File: src/rtl/repl_sel_pkg.sv
package repl_sel_pkg;
  localparam int POL_FIFO   = 0;
  localparam int POL_RANDOM = 1;
  localparam int POL_LRU    = 2;

  localparam int ADV_CYCLE = 0;
  localparam int ADV_REF   = 1;
  localparam int ADV_REPL  = 2;

  // strobes from control to datapath
  typedef struct packed {
    logic fifoStep;     // advance the indexed set's pointer
    logic randStep;     // advance the shared counter
    logic lruTouch;     // move a way of the indexed set to newest
    logic touchVictim;  // the way to touch is the current victim
  } selStrobesT;
endpackage

File: src/rtl/way_sel_ctrl.sv
module way_sel_ctrl
  import repl_sel_pkg::*;
#(
  parameter int POLICY       = POL_LRU,
  parameter int RAND_ADVANCE = ADV_REPL
) (
  input  logic       hitPulse,
  input  logic       replPulse,
  output selStrobesT strobes
);
  logic anyRef;
  logic randEvent;

  assign anyRef = hitPulse | replPulse;

  generate
    if (RAND_ADVANCE == ADV_CYCLE) begin : g_advCycle
      assign randEvent = 1'b1;
    end else if (RAND_ADVANCE == ADV_REF) begin : g_advRef
      assign randEvent = anyRef;
    end else begin : g_advRepl
      assign randEvent = replPulse;
    end
  endgenerate

  always_comb begin
    strobes             = '0;
    strobes.fifoStep    = (POLICY == POL_FIFO) && replPulse;
    strobes.randStep    = (POLICY == POL_RANDOM) && randEvent;
    strobes.lruTouch    = (POLICY == POL_LRU) && anyRef;
    // a replacement wins over a hit in the same cycle
    strobes.touchVictim = replPulse;
  end
endmodule

File: src/rtl/way_sel_dp.sv
module way_sel_dp
  import repl_sel_pkg::*;
#(
  parameter int NUM_WAYS = 4,
  parameter int NUM_SETS = 8,
  parameter int POLICY   = POL_LRU,
  localparam int WAY_W   = $clog2(NUM_WAYS),
  localparam int SET_W   = $clog2(NUM_SETS)
) (
  input  logic             clk,
  input  logic             rstN,
  input  logic [SET_W-1:0] setIdx,
  input  logic [WAY_W-1:0] hitWay,
  input  selStrobesT       strobes,
  output logic [WAY_W-1:0] victimWay
);
  localparam logic [WAY_W-1:0] LAST_WAY = WAY_W'(NUM_WAYS - 1);

  generate
    if (POLICY == POL_FIFO) begin : g_fifo
      logic [WAY_W-1:0] fifoPtr [NUM_SETS];
      logic unusedBits;
      assign unusedBits = ^{hitWay, strobes.randStep, strobes.lruTouch, strobes.touchVictim};

      always_ff @(posedge clk or negedge rstN) begin
        if (!rstN) begin
          for (int s = 0; s < NUM_SETS; s++) fifoPtr[s] <= '0;
        end else if (strobes.fifoStep) begin
          fifoPtr[setIdx] <= (fifoPtr[setIdx] == LAST_WAY) ? '0 : fifoPtr[setIdx] + 1'b1;
        end
      end
      assign victimWay = fifoPtr[setIdx];

      // pointer never leaves 0..E-1 even for non power-of-two E
      a_r10_ptr_in_range: assert property (@(posedge clk) disable iff (!rstN)
        int'(fifoPtr[setIdx]) < NUM_WAYS);
    end else if (POLICY == POL_RANDOM) begin : g_rand
      logic [WAY_W-1:0] randCnt;
      logic unusedBits;
      assign unusedBits = ^{setIdx, hitWay, strobes.fifoStep, strobes.lruTouch, strobes.touchVictim};

      always_ff @(posedge clk or negedge rstN) begin
        if (!rstN) randCnt <= '0;
        else if (strobes.randStep) randCnt <= (randCnt == LAST_WAY) ? '0 : randCnt + 1'b1;
      end
      assign victimWay = randCnt;

      a_r5_count_in_range: assert property (@(posedge clk) disable iff (!rstN)
        int'(randCnt) < NUM_WAYS);
    end else begin : g_lru
      // order[s][0] is oldest, order[s][NUM_WAYS-1] is newest
      logic [WAY_W-1:0] order [NUM_SETS][NUM_WAYS];
      logic [WAY_W-1:0] curRow  [NUM_WAYS];
      logic [WAY_W-1:0] nextRow [NUM_WAYS];
      logic [WAY_W-1:0] touchWay;
      logic [WAY_W-1:0] touchPos;
      logic [NUM_WAYS-1:0] seenMask;
      logic unusedBits;
      assign unusedBits = ^{strobes.fifoStep, strobes.randStep};

      always_comb begin
        for (int i = 0; i < NUM_WAYS; i++) curRow[i] = order[setIdx][i];
        touchWay = strobes.touchVictim ? curRow[0] : hitWay;
        touchPos = '0;
        seenMask = '0;
        for (int i = 0; i < NUM_WAYS; i++) begin
          if (curRow[i] == touchWay) touchPos = WAY_W'(i);
          seenMask[curRow[i]] = 1'b1;
        end
        for (int i = 0; i < NUM_WAYS; i++) begin
          if (i < int'(touchPos)) nextRow[i] = curRow[i];
          else if (i < NUM_WAYS - 1) nextRow[i] = curRow[(i < NUM_WAYS - 1) ? i + 1 : i];
          else nextRow[i] = touchWay;
        end
      end

      always_ff @(posedge clk or negedge rstN) begin
        if (!rstN) begin
          for (int s = 0; s < NUM_SETS; s++)
            for (int i = 0; i < NUM_WAYS; i++) order[s][i] <= WAY_W'(i);
        end else if (strobes.lruTouch) begin
          for (int i = 0; i < NUM_WAYS; i++) order[setIdx][i] <= nextRow[i];
        end
      end
      assign victimWay = curRow[0];

      // the indexed set always holds a full ordering of all ways
      a_r6_order_is_permutation: assert property (@(posedge clk) disable iff (!rstN)
        seenMask == {NUM_WAYS{1'b1}});
    end
  endgenerate
endmodule

File: src/rtl/repl_way_selector.sv
module repl_way_selector
  import repl_sel_pkg::*;
#(
  parameter int NUM_WAYS     = 4,
  parameter int NUM_SETS     = 8,
  parameter int POLICY       = POL_LRU,
  parameter int RAND_ADVANCE = ADV_REPL,
  localparam int WAY_W       = $clog2(NUM_WAYS),
  localparam int SET_W       = $clog2(NUM_SETS)
) (
  input  logic             clk,
  input  logic             rstN,
  input  logic [SET_W-1:0] setIdx,
  input  logic             hitPulse,
  input  logic [WAY_W-1:0] hitWay,
  input  logic             replPulse,
  output logic [WAY_W-1:0] victimWay
);
  selStrobesT strobes;

  way_sel_ctrl #(.POLICY(POLICY), .RAND_ADVANCE(RAND_ADVANCE)) u_ctrl (
    .hitPulse (hitPulse),
    .replPulse(replPulse),
    .strobes  (strobes)
  );

  way_sel_dp #(.NUM_WAYS(NUM_WAYS), .NUM_SETS(NUM_SETS), .POLICY(POLICY)) u_dp (
    .clk      (clk),
    .rstN     (rstN),
    .setIdx   (setIdx),
    .hitWay   (hitWay),
    .strobes  (strobes),
    .victimWay(victimWay)
  );

  // a fill always moves the victim of the filled set away from the filled way
  a_r7_fill_moves_victim: assert property (@(posedge clk) disable iff (!rstN)
    replPulse |=> (setIdx != $past(setIdx)) || (victimWay != $past(victimWay)));

  generate
    if (POLICY == POL_FIFO) begin : g_chkFifo
      a_r2_fifo_steps_by_one: assert property (@(posedge clk) disable iff (!rstN)
        replPulse |=> (setIdx != $past(setIdx)) ||
          (int'(victimWay) == ((int'($past(victimWay)) + 1) % NUM_WAYS)));
      a_r3_hit_keeps_victim: assert property (@(posedge clk) disable iff (!rstN)
        !replPulse |=> (setIdx != $past(setIdx)) || $stable(victimWay));
    end else if (POLICY == POL_RANDOM && RAND_ADVANCE == ADV_REPL) begin : g_chkRand
      a_r5_idle_keeps_count: assert property (@(posedge clk) disable iff (!rstN)
        !replPulse |=> $stable(victimWay));
    end else if (POLICY == POL_LRU) begin : g_chkLru
      a_r6_hit_not_victim: assert property (@(posedge clk) disable iff (!rstN)
        (hitPulse && !replPulse) |=> (setIdx != $past(setIdx)) ||
          (victimWay != $past(hitWay)));
      a_r6_idle_keeps_victim: assert property (@(posedge clk) disable iff (!rstN)
        (!hitPulse && !replPulse) |=> (setIdx != $past(setIdx)) || $stable(victimWay));
    end
  endgenerate
endmodule

File: config.mk
export PLATFORM = sky130hd
export DESIGN_NAME = repl_way_selector
export DESIGN_NICKNAME = d
export VERILOG_FILES = /design/src/rtl/repl_sel_pkg.sv /design/src/rtl/way_sel_ctrl.sv /design/src/rtl/way_sel_dp.sv /design/src/rtl/repl_way_selector.sv
export SDC_FILE = /design/constraint.sdc
export NUM_CORES = 1
export LEC_CHECK = 0
export ABC_AREA = 1
export CORE_UTILIZATION = 57
export CTS_CLUSTER_SIZE = 8
export DETAILED_ROUTE_END_ITERATION = 8
export DONT_BUFFER_PORTS = 1
export GPL_TIMING_DRIVEN = 0
export PLACE_DENSITY = 0.72
export SYNTH_ARGS = -nofsm -noshare
export SYNTH_HDL_FRONTEND = slang
export SYNTH_HIERARCHICAL = 1
export SYNTH_SLANG_ARGS = --single-unit
File: constraint.sdc
create_clock -name clk -period 1.62 [get_ports clk]
set_input_delay 0.162 -clock clk [delete_from_list [all_inputs] [get_ports clk]]
set_output_delay 0.162 -clock clk [all_outputs]
set_load 0.01 [all_outputs]
; ---- Word level (Yosys, flattened, before mapping)
; Cells that the tools add are included.
[totals]
word_cells = 65
regBits = 64
output_inout_bits = 2
inputBits = 9
[classes]
reduce_logical = 1
n_eq_ne = 3
n_mux = 22
magnitude_cmp = 5
bitwise = 2
[ops]
columns = op, count
row1 = $bwmux 64, 4
row2 = $demux 8 s3, 4
row3 = $bmux 8 s3, 1
row4 = $mux 8, 3
row5 = $mux 2, 7
row6 = $eq 2x2->1, 3
row7 = $mux 6, 1
row8 = $ge 4x4->1 const B, 1
row9 = $lt 1x2->1 const A, 2
row10 = $lt 4x1->1 const B, 1
row11 = $mux 4, 1
row12 = $not 3->4, 1
row13 = $lt 2x2->1 const A, 1
row14 = $logic_and 1x1->1, 1
row15 = $mux 1, 1
row16 = $or 1x1->1, 1

; ---- Longest topological paths before layout
; Gate-level depths: netlist of the first run.
[depth]
ltp_word = 15
depth_mapped = 16
mapped_depth_nobuf = 15

; ---- Cells and area by module
; Netlist of the first run, hierarchy kept.
[modules_own_cells]
columns = module, cells_per_inst, instances, area_per_inst_um2, seq_area_each_um2
row1 = way_sel_dp, 471, 1, 3453.3, 1641.6
row2 = way_sel_ctrl, 8, 1, 45.0, 0.0

; ---- Least setup slack after synthesis of the first run
; No wires, ideal clock.
[synth_path]
path_kind = in2reg
startpoint = input setIdx[1]
endpoint = register u_dp/g_lru.order[21] (netlist name)
setup_ps = 134
path_buffers = 1
arrival_time_ps = 1596
path_slack_ps = -110
required_ps = 1486
stages = 15
path_cell_list = buf_4 > nand2_2 > inv_2 > nand3_1 > nand2_1 > nor2_2 > nand2_2 > nand2_2 > nand2_1 > nand2_1 > nand3_4 > nand2_1 > nand2_2 > nand3_1 > o21ai_1
[synth_via]
elab_chain_len = 15
word_cells_on_any_way = 29
classes_between = order compare: 5 / eq/ne: 3 / mux: 19 / bitwise: 1 / reduce/logical: 1
[synth_rtl]
columns = item, line
row1 = from (decl), repl_way_selector.sv:13  ; input logic [SET_W-1:0] setIdx,
row2 = $not 3->4 (not written as such) (*), "way_sel_dp.sv:62, way_sel_dp.sv:82"
row3 = $bmux 8 s3, way_sel_dp.sv:62  ; for (int i = 0; i < NUM_WAYS; i++) curRow[i] = order[setIdx][i];
row4 = $mux 8 (not written as such) (2 in series), way_sel_dp.sv:62
row5 = $mux 2, way_sel_dp.sv:63  ; touchWay = strobes.touchVictim ? curRow[0] : hitWay;
row6 = $eq 2x2->1, way_sel_dp.sv:67  ; if (curRow[i] == touchWay) touchPos = WAY_W'(i);
row7 = $mux 1, way_sel_dp.sv:67
row8 = $mux 2 (2 in series), way_sel_dp.sv:67
row9 = $lt 1x2->1, way_sel_dp.sv:71  ; if (i < int'(touchPos)) nextRow[i] = curRow[i];
row10 = $mux 2, way_sel_dp.sv:71
row11 = $bwmux 64 (3 in series), way_sel_dp.sv:82  ; for (int i = 0; i < NUM_WAYS; i++) order[setIdx][i] <= nextRow[i];
row12 = $bwmux 64 (*), way_sel_dp.sv:82
; Every way passes the cells marked *; elsewhere a longest branch is shown, timed or not. The select of a mux whose other input is x is not followed.
; A chain may end at the register's enable or synchronous reset.

; ---- Final worst setup path of the first run
[layout_path]
startpoint = register u_dp/g_lru.order[11] (netlist name)
endpoint = register u_dp/g_lru.order[15] (netlist name)
[layout_via]
elab_chain_len = 12
word_cells_on_any_way = 16
classes_between = order compare: 3 / eq/ne: 1 / mux: 12
[layout_rtl]
columns = item, line
row1 = $bmux 8 s3 (*), way_sel_dp.sv:62
row2 = $mux 8 (*) (2 in series), --
row3 = $eq 2x2->1, way_sel_dp.sv:67
row4 = $mux 2 (2 in series), way_sel_dp.sv:67
row5 = $lt 1x2->1, way_sel_dp.sv:71
row6 = $mux 2, way_sel_dp.sv:71
row7 = $bwmux 64 (2 in series), way_sel_dp.sv:82
row8 = $bwmux 64 (*) (2 in series), way_sel_dp.sv:82
; Marks and branches as above.

==> results_dict.tcl, run 1 <==
set metrics [dict create \
    largest_reg_flops 64 \
    antenna_found_initial 0 \
    largest-register "u_dp/g_lru.order" \
    drc 0 \
    finalHoldViolCount 0 \
    fin_hold_ws_ps 152.0 \
    finalPower_w 0.007364 \
    path_delay_family "simple AND/OR/NAND/NOR gates" \
    grt_max_degree 65 \
    path_cells "nor2_1, nor2_1, o21ai_0, nand2_1, inv_1, nand2_1, nand3_1, nand2_2, nand2_8, nand3_4, nand2_8, nand3_2, nand2_1" \
    worstReg2RegStart "u_dp/g_lru.order[11]" \
    fp.dieW_um 80.13 \
    dieArea_sq_mm 0.006421 \
    cap_viol_max_count 0 \
    die_y_um 80.13 \
    gp_congestion 0.9031 \
    place_inst 551 \
    start_kind "flop" \
    postSynthAreaPerCell_sq_um 7.310 \
    max_slew_margin_pct 69.21 \
    drt_first_pass_iters 5 \
    cts_made_buffers 9 \
    avgViaCountPerCell 5.858 \
    worst_pin_slew_ps 461.3 \
    ios 11 \
    coreArea_sq_mm 0.005921 \
    p_leak_nw 2.153 \
    portBuffers 0 \
    final_util_pct 76.94 \
    clk_latency_ps 350 \
    cp.depth 13 \
    power_density_mw_per_mm2 1616 \
    path_max_fanout 8 \
    required_ps 1850 \
    cp-startpoint "u_dp/g_lru.order[11]" \
    floorplan.rows 28 \
    worst_r2r_path_depth 13 \
    min_path_type "input port to flop" \
    grt_pass1_wl_mm 16.83 \
    instances_no_fill 586 \
    reg_top3 "u_dp/g_lru.order: 64 flops" \
    cts_tree "yes" \
    rsz0062_at_grt "yes" \
    setup_ws_ps -335.2 \
    min_period_ps 1955 \
    tns_ps -12480 \
    syn_area_sq_mm 0.003480 \
    wl_per_cell_um 18.34 \
    dp_hpwl_mm 6.635 \
    crit_top_cell "nand2_1" \
    wl_mm 10.75 \
    drive_gt1_share_pct 36.40 \
    reg2reg_slack_ps -340 \
    end_kind "flop" \
    gr-total-overflow 0 \
    max_freq_mhz 511.4 \
    setup_violations 48 \
    arrival_ps 2190 \
    violations "negative setup slack" \
    htree_levels 3 \
    fin_crit_sh_pct 120.7 \
    drtIter0Drc 270 \
    cts-root-buf "clkbuf_8" \
    final_nets 515 \
    status "finished with violations" \
    ant_nets 0 \
    cp_num_buf_inv 1 \
    syn_nets 485 \
    crit_end "u_dp/g_lru.order[15]" \
    path_clk_slew_ps 70 \
    irDropWorstVdd_mv 1.140 \
    cp_slowest_cell "dfstp_2" \
    vias 3433 \
    clock_skew_ps 9.144 \
    area_growth_pct 30.92 \
    start_util_pct 58.77 \
    crit_type "flop to flop" \
    grt_pass1_vias 3375 \
    reg2reg_to "u_dp/g_lru.order[15]" \
    final_max_slew_viol_count 0 \
    cts_sinks 64 \
    synthCells 476 \
    clockBufferDepth 2 \
    max_stage_delay_ps 530 \
    track_usage_pct 35.96 \
    yosys_warnings 6 \
    diodes 0 \
]
[timing repair]
action / 4_1_cts / 5_1_grt
hold buffers: 2 / 0
endpoints found under the hold margin: 64 / 0
buffers inserted: 17 / 0
endpoints found under the setup margin: 52 / 63
pin swaps: 27 / 40
resized for setup: 60 / 46
[power breakdown]
group	switching [W]	internal, W
Combinational	0.00191	0.00104
Sequential	0.000313	0.00237
Clock	0.000631	0.00110
[worst reg2reg max path, cell delays in order (launching register included)]
cell	delay [ps]
dfstp_2	530
nor2_1	40
nor2_1	90
o21ai_0	90
nand2_1	180
inv_1	60
nand2_1	60
nand3_1	90
nand2_2	140
nand2_8	120
nand3_4	170
nand2_8	110
nand3_2	100
nand2_1	60
[stage by stage]
| step | worst slack, ps | instance area (sq um) |
|---|---|---|
| 2_1_floorplan | -51.45 | 3575 |
| 3_3_place_gp | -609.0 | 3669 |
| 3_5_place_dp | -651.6 | 3669 |
| 4_1_cts | -230.5 | 4370 |
| 5_1_grt | -424.1 | 4556 |
| 6_report | -335.2 | 4556 |
[worst min path at each step]
stage	start	to	slack, ps	depth (start not counted)
floorplan	rstN	u_dp/g_lru.order[10]	-130	0
global placement	rstN	u_dp/g_lru.order[37]	-130	0
detailed placement	rstN	u_dp/g_lru.order[37]	-130	0
CTS	setIdx[2]	u_dp/g_lru.order[4]	140	4
global route	setIdx[2]	u_dp/g_lru.order[4]	170	4
finish	setIdx[2]	u_dp/g_lru.order[4]	150	4
[per-layer routing]
| metal | part of all wire (%) | global-route usage, % | wire length [um] | up-vias |
|---|---|---|---|---|
| met5 | 0 | 0 | 0 | - |
| met4 | 3.1 | 18.93 | 331 | 0 |
| met3 | 8.8 | 6.818 | 946 | 34 |
| met2 | 48 | 57.18 | 5121 | 158 |
| met1 | 40 | 46.47 | 4350 | 1664 |
| li1 | - | - | - | 1577 |
[final cells by class]
| cell class | count | area (sq um) |
|---|---|---|
| clock inverter | 5 | 102.6 |
| multi-input combinational | 349 | 2096 |
| fill | 402 | 1365 |
| buffer | 10 | 66.31 |
| inverter | 53 | 207.7 |
| timing repair buffer | 19 | 196.4 |
| clock buffer | 11 | 151.4 |
| sequential | 64 | 1642 |
| tap | 75 | 93.84 |
[layout by cell type, fill, tap and decap left out, types with 2 or more instances in the layout]
cell type / instances
buf_2: 4
buf_4: 15
buf_6: 6
bufinv_16: 3
clkbuf_8: 11
clkinv_2: 3
clkinvlp_4: 2
dfrtp_1: 32
dfstp_2: 32
inv_1: 43
inv_2: 5
nand2_1: 169
nand2_2: 11
nand2_4: 5
nand2_8: 6
nand3_1: 29
nand3_2: 37
nand3_4: 5
nand4_1: 2
nand4_4: 2
nor2_1: 12
nor2_2: 6
nor2_4: 10
o211ai_1: 7
o21ai_0: 22
o21ai_1: 5
o21ai_2: 14
or2_2: 4
(Power assumes the default switching activity.)
==> run 2, diff against run 1 <==
--- a/config.mk
+++ b/config.mk
@@ -6,7 +6,9 @@
 export NUM_CORES = 1
 export LEC_CHECK = 0
 export ABC_AREA = 1
-export CORE_UTILIZATION = 57
+export CELL_PAD_IN_SITES_DETAIL_PLACEMENT = 0
+export CELL_PAD_IN_SITES_GLOBAL_PLACEMENT = 1
+export CORE_UTILIZATION = 42
 export CTS_CLUSTER_SIZE = 8
 export DETAILED_ROUTE_END_ITERATION = 8
 export DONT_BUFFER_PORTS = 1
==> run 2 against run 1 <==
Compared with the run above: first-iteration DRC count shrank 14%; worst setup slack got worse by 60 ps; sequential share of layout area down 0.23 points; die area increased by 35%; critical endpoint is now u_dp/g_lru.order[10]; final cell count up 5.8%; count of clock-buffer cells in the layout rose by 2; non-clock buffer count up 6; routed wire length is 5.1% higher; combinational power hardly changed; clock power fell by 20%; maximum frequency fell by 3.0%; flip-flop and latch count unchanged; the run still ends with negative setup slack left; largest cell class unchanged.
==> results_dict.tcl, run 2 (synthesized netlist as in run 1, its figures left out) <==
set metrics [dict create \
    status "finished with violations" \
    violations "negative setup slack" \
    min_path_type "input port to flop" \
    dpl_worst_slack_ps -675.4 \
    cp-startpoint "u_dp/g_lru.order[48]" \
    cts_sinks 64 \
    portBuffers 0 \
    gr-total-overflow 0 \
    gp_congestion 0.8705 \
    clockBufferDepth 2 \
    largest_reg_flops 64 \
    start_kind "flop" \
    diodes 0 \
    cp_num_buf_inv 2 \
    multi_input_area_sq_mm 0.002103 \
    path_cells "nand2_1, nand2_2, nand2_1, nand2_1, nand2_2, nand3_4, nand3_2, nand2_4, nand3_4, buf_12, o21ai_4, buf_6, o21ai_1" \
    fp.dieW_um 93.02 \
    nFillCells 730 \
    fin_hold_ws_ps 139.5 \
    cap_viol_max_count 0 \
    drc 0 \
    die_y_um 93.02 \
    reg_top3 "u_dp/g_lru.order: 64 flops" \
    setup_violations 50 \
    rsz0062_at_grt "yes" \
    floorplan.rows 32 \
    final_cell_mix "164 x nand2_1, 43 x inv_1, 35 x nand3_1, 32 x dfstp_2, 32 x dfrtp_1" \
    cts_tree "yes" \
    drtIter0Drc 231 \
    irDropWorstVdd_mv 0.6443 \
    max_freq_mhz 496.2 \
    clk_latency_ps 350 \
    grt_max_degree 65 \
    seq_area_sq_mm 0.001642 \
    instances_no_fill 620 \
    dieArea_sq_mm 0.008653 \
    track_usage_pct 27.16 \
    max_stage_delay_ps 530 \
    cts_made_buffers 9 \
    cts-root-buf "clkbuf_8" \
    path_max_fanout 4 \
    start_util_pct 44.11 \
    area_growth_pct 31.75 \
    finalPower_w 0.006973 \
    final_nets 522 \
    final_common_cell "nand2_1" \
    coreArea_sq_mm 0.007888 \
    dp_hpwl_mm 7.086 \
    antenna_found_initial 0 \
    avgViaCountPerCell 5.289 \
    wl_per_cell_um 18.22 \
    drt_first_pass_iters 5 \
    finalHoldViolCount 0 \
    grt_pass1_wl_mm 17.15 \
    fin_crit_sh_pct 124.4 \
    grt_pass1_vias 3135 \
    setup_ws_ps -395.5 \
    clock_skew_ps 14.36 \
    power_density_mw_per_mm2 1521 \
    ios 11 \
    largest-register "u_dp/g_lru.order" \
    crit_top_cell "nand2_1" \
    htree_levels 3 \
    cp_slowest_cell "dfstp_2" \
    path_delay_family "simple AND/OR/NAND/NOR gates" \
    p_leak_nw 2.160 \
    worst_pin_slew_ps 486.2 \
    required_ps 1850 \
    max_slew_margin_pct 67.55 \
    path_clk_slew_ps 70 \
    arrival_ps 2240 \
    hp-start "setIdx[2]" \
    tns_ps -15720 \
    drive_gt1_share_pct 35.71 \
    ant_nets 0 \
    vias 3279 \
    worstReg2RegStart "u_dp/g_lru.order[48]" \
    final_max_slew_viol_count 0 \
    min_period_ps 2015 \
    end_kind "flop" \
    crit_type "flop to flop" \
    place_inst 578 \
    wl_mm 11.30 \
]
-- run 2: cell count changes in the layout (fill, tap and decap cells not counted), sizes merged --
cell      before  now
buf           27   33
bufinv         3    1
clkinvlp       2    1
nand3         71   72
clkinv         4    5
clkbuf        12   14
-- run 2: final timing paths --
check / end / slack (ps) / cells past startpoint
worst max-delay path: u_dp/g_lru.order[10] / -400 / 13
worst min-delay path: u_dp/g_lru.order[4] / 140 / 3
worst max register to register: u_dp/g_lru.order[10] / -400 / 13
worst min register to register: u_dp/g_lru.order[11] / 470 / 2
max in group asynchronous: u_dp/g_lru.order[36] / 900 / 2
min in group asynchronous: u_dp/g_lru.order[58] / 370 / 2
-- run 2: through the flow --
stage | cell area (sq um) | utilization [%]
floorplan | 3575 | -
global placement | 3702 | 46.94
detailed placement | 3702 | 46.94
CTS | 4222 | 53.52
global route | 4584 | 58.12
finish | 4584 | 58.12
-- run 2: layout make-up --
cell class / count / share of cell area (%)
inverter: 53 / 4.503
clock inverter: 3 / 0.9279
tap: 102 / 2.784
multi-input combinational: 350 / 45.88
sequential: 64 / 35.81
clock buffer: 13 / 3.248
buffer: 10 / 1.501
timing repair buffer: 25 / 5.349
-- run 2: report_power, final --
group | switching (W) | internal, W
logic | 0.00187 | 0.00106
registers | 0.000287 | 0.00237
clock network | 0.000634 | 0.000753
total | 0.00279 | 0.00419
-- run 2: timing repair --
item,CTS,global route
setup endpoints to repair,62,58
pin swaps,21,40
gates resized for setup,51,57
hold endpoints to repair,64,0
hold buffers,2,0
setup buffers,11,12
gates cloned,1,0
-- run 2: layer usage --
metal  vias to the layer above  GRT usage (%)  wire [um]
met5                         -              0          0
met4                         0          12.82        230
met3                        14          4.146        627
met2                        77          39.95       5355
met1                      1579          39.06       5086
li1                       1609              -          -
-- run 2: worst register-to-register path, stage by stage (launching register included) --
cell,delay (ps)
dfstp_2,530
nand2_1,80
nand2_2,100
nand2_1,50
nand2_1,80
nand2_2,80
nand3_4,100
nand3_2,100
nand2_4,110
nand3_4,120
buf_12,160
o21ai_4,160
buf_6,160
o21ai_1,70
==> run 3, diff against run 2 <==
--- a/config.mk
+++ b/config.mk
@@ -5,10 +5,9 @@
 export SDC_FILE = /design/constraint.sdc
 export NUM_CORES = 1
 export LEC_CHECK = 0
-export ABC_AREA = 1
 export CELL_PAD_IN_SITES_DETAIL_PLACEMENT = 0
 export CELL_PAD_IN_SITES_GLOBAL_PLACEMENT = 1
-export CORE_UTILIZATION = 42
+export CORE_UTILIZATION = 45
 export CTS_CLUSTER_SIZE = 8
 export DETAILED_ROUTE_END_ITERATION = 8
 export DONT_BUFFER_PORTS = 1
==> run 3 against run 2 <==
Compared with the run above: the flow still finishes with violations (negative setup slack); worst hold slack got worse by 61 ps; critical path type unchanged; synthesized cell count fell by 32%; critical path depth fell by 3; clock power barely moved; clock skew fell by 2.1 ps; power fell by 4.7%; maximum frequency fell by 17%; register-to-register slack got worse by 400 ps; via count fell by 26%; global-route usage fell by 2.8 points.
==> results_dict.tcl, run 3 <==
set metrics [dict create \
    rsz0062_at_grt "yes" \
    crit_type "flop to flop" \
    final_util_pct 57.36 \
    wl_mm 8.235 \
    final_nets 358 \
    fp.dieW_um 87.06 \
    vias 2412 \
    max_freq_mhz 413.9 \
    violations "negative setup slack" \
    grt_max_degree 65 \
    dieArea_sq_mm 0.007579 \
    avgViaCountPerCell 5.360 \
    postSynthAreaPerCell_sq_um 10.08 \
    htree_levels 3 \
    cts-root-buf "clkbuf_8" \
    fin_hold_ws_ps 78.76 \
    p_leak_nw 1.613 \
    final_max_slew_viol_count 0 \
    dp_hpwl_mm 5.431 \
    reg_top3 "u_dp/g_lru.order: 64 flops" \
    path_clk_slew_ps 70 \
    die_y_um 87.06 \
    gr-total-overflow 0 \
    end_kind "flop" \
    drt_first_pass_iters 4 \
    area_growth_pct 21.68 \
    worst_r2r_path_depth 10 \
    drc 0 \
    track_usage_pct 24.32 \
    final_cell_mix "66 x nand2_1, 32 x dfstp_2, 32 x dfrtp_1, 25 x o21ai_1, 20 x o21ai_0" \
    clk_latency_ps 340 \
    finalHoldViolCount 0 \
    largest_reg_flops 64 \
    highest_layer "met4" \
    ios 11 \
    portBuffers 0 \
    synthCells 323 \
    drive_gt1_share_pct 38.42 \
    cts_tree "yes" \
    required_ps 1820 \
    dpl_worst_slack_ps -998.4 \
    wl_met2_mm 4.026 \
    grt_pass1_vias 2528 \
    grt_pass1_wl_mm 13.40 \
    cap_viol_max_count 0 \
    path_max_fanout 5 \
    final_common_cell "nand2_1" \
    ant_nets 0 \
    coreArea_sq_mm 0.006907 \
    syn_nets 332 \
    antenna_found_initial 0 \
    irDropWorstVdd_mv 0.7175 \
    diodes 0 \
    max_slew_margin_pct 66.63 \
    tns_ps -31500 \
    largest-register "u_dp/g_lru.order" \
    wl_met3_um 261 \
    cts_sinks 64 \
    holdPathStages 2 \
    min_period_ps 2416 \
    drtIter0Drc 126 \
    floorplan.rows 30 \
    start_util_pct 47.14 \
    min_path_type "input port to flop" \
    clockBufferDepth 2 \
    yosys_warnings 6 \
    gp_congestion 0.7870 \
    clock_skew_ps 12.28 \
    syn_area_sq_mm 0.003256 \
    setup_ws_ps -795.8 \
    wl_met1_mm 3.781 \
    cts_made_buffers 9 \
    fin_crit_sh_pct 149.1 \
    start_kind "flop" \
    wl_per_cell_um 18.30 \
    power_density_mw_per_mm2 1677 \
    setup_violations 56 \
    arrival_ps 2620 \
    status "finished with violations" \
    worst_pin_slew_ps 500.6 \
]
## run 3: where the power goes
| group | total, W | internal, W | switching [W] |
|---|---|---|---|
| sequential | 0.00270 | 0.00238 | 0.000318 |
| combinational | 0.00258 | 0.00121 | 0.00137 |
| clock | 0.00137 | 0.000746 | 0.000620 |
| total | 0.00664 | 0.00434 | 0.00230 |
## run 3: critical path, cell delays in order (launching register included)
cell and delay [ps]:
dfstp_2 370, mux2_1 310, a22oi_2 220, o22ai_1 110, nor2_2 200, xor2_2 220, o22ai_4 160, buf_6 150
o31ai_4 270, buf_6 160, a41oi_2 100
## run 3: worst paths after layout
| kind | slack, ps | endpoint | start |
|---|---|---|---|
| min in group asynchronous | 350 | u_dp/g_lru.order[39] | rstN |
| worst min-delay path | 80 | u_dp/g_lru.order[47] | setIdx[2] |
| max in group asynchronous | 920 | u_dp/g_lru.order[4] | rstN |
| worst max-delay path | -800 | u_dp/g_lru.order[47] | u_dp/g_lru.order[32] |
| worst min register to register | 460 | u_dp/g_lru.order[16] | u_dp/g_lru.order[16] |
| worst max register to register | -800 | u_dp/g_lru.order[47] | u_dp/g_lru.order[32] |
## run 3: per-layer routing
metal | up-vias | global-route usage [%]
li1 | 1187 | -
met1 | 1184 | 32.76
met2 | 30 | 38.87
met3 | 11 | 4.834
met4 | 0 | 9.242
met5 | - | 0
## run 3: what timing repair did
item,in CTS,in global routing
endpoints found under the hold margin,64,0
setup endpoints to repair,57,65
setup buffers,9,5
hold buffers,2,0
pin swaps,9,13
gates resized for setup,37,31
## run 3: cell type report
| class | count | area [sq um] |
|---|---|---|
| plain buffers | 24 | 180.2 |
| clock buffers | 12 | 145.1 |
| clock inverters | 4 | 45.04 |
| fillers | 668 | 2945 |
| inverters | 4 | 15.01 |
| multi-input cells | 231 | 1640 |
| flip-flops and latches | 64 | 1642 |
| well taps | 96 | 120.1 |
| repair buffers | 15 | 173.9 |
## run 3: through the flow
step | std cells | cell area (sq um) | total power (W)
after detailed placement | 419 | 3433 | 0.004629
after global routing | 450 | 3961 | 0.007055
after floorplan | 323 | 3313 | 0.004178
after global placement | 419 | 3433 | 0.004578
final | 450 | 3961 | 0.006645
after CTS | 446 | 3842 | 0.006465
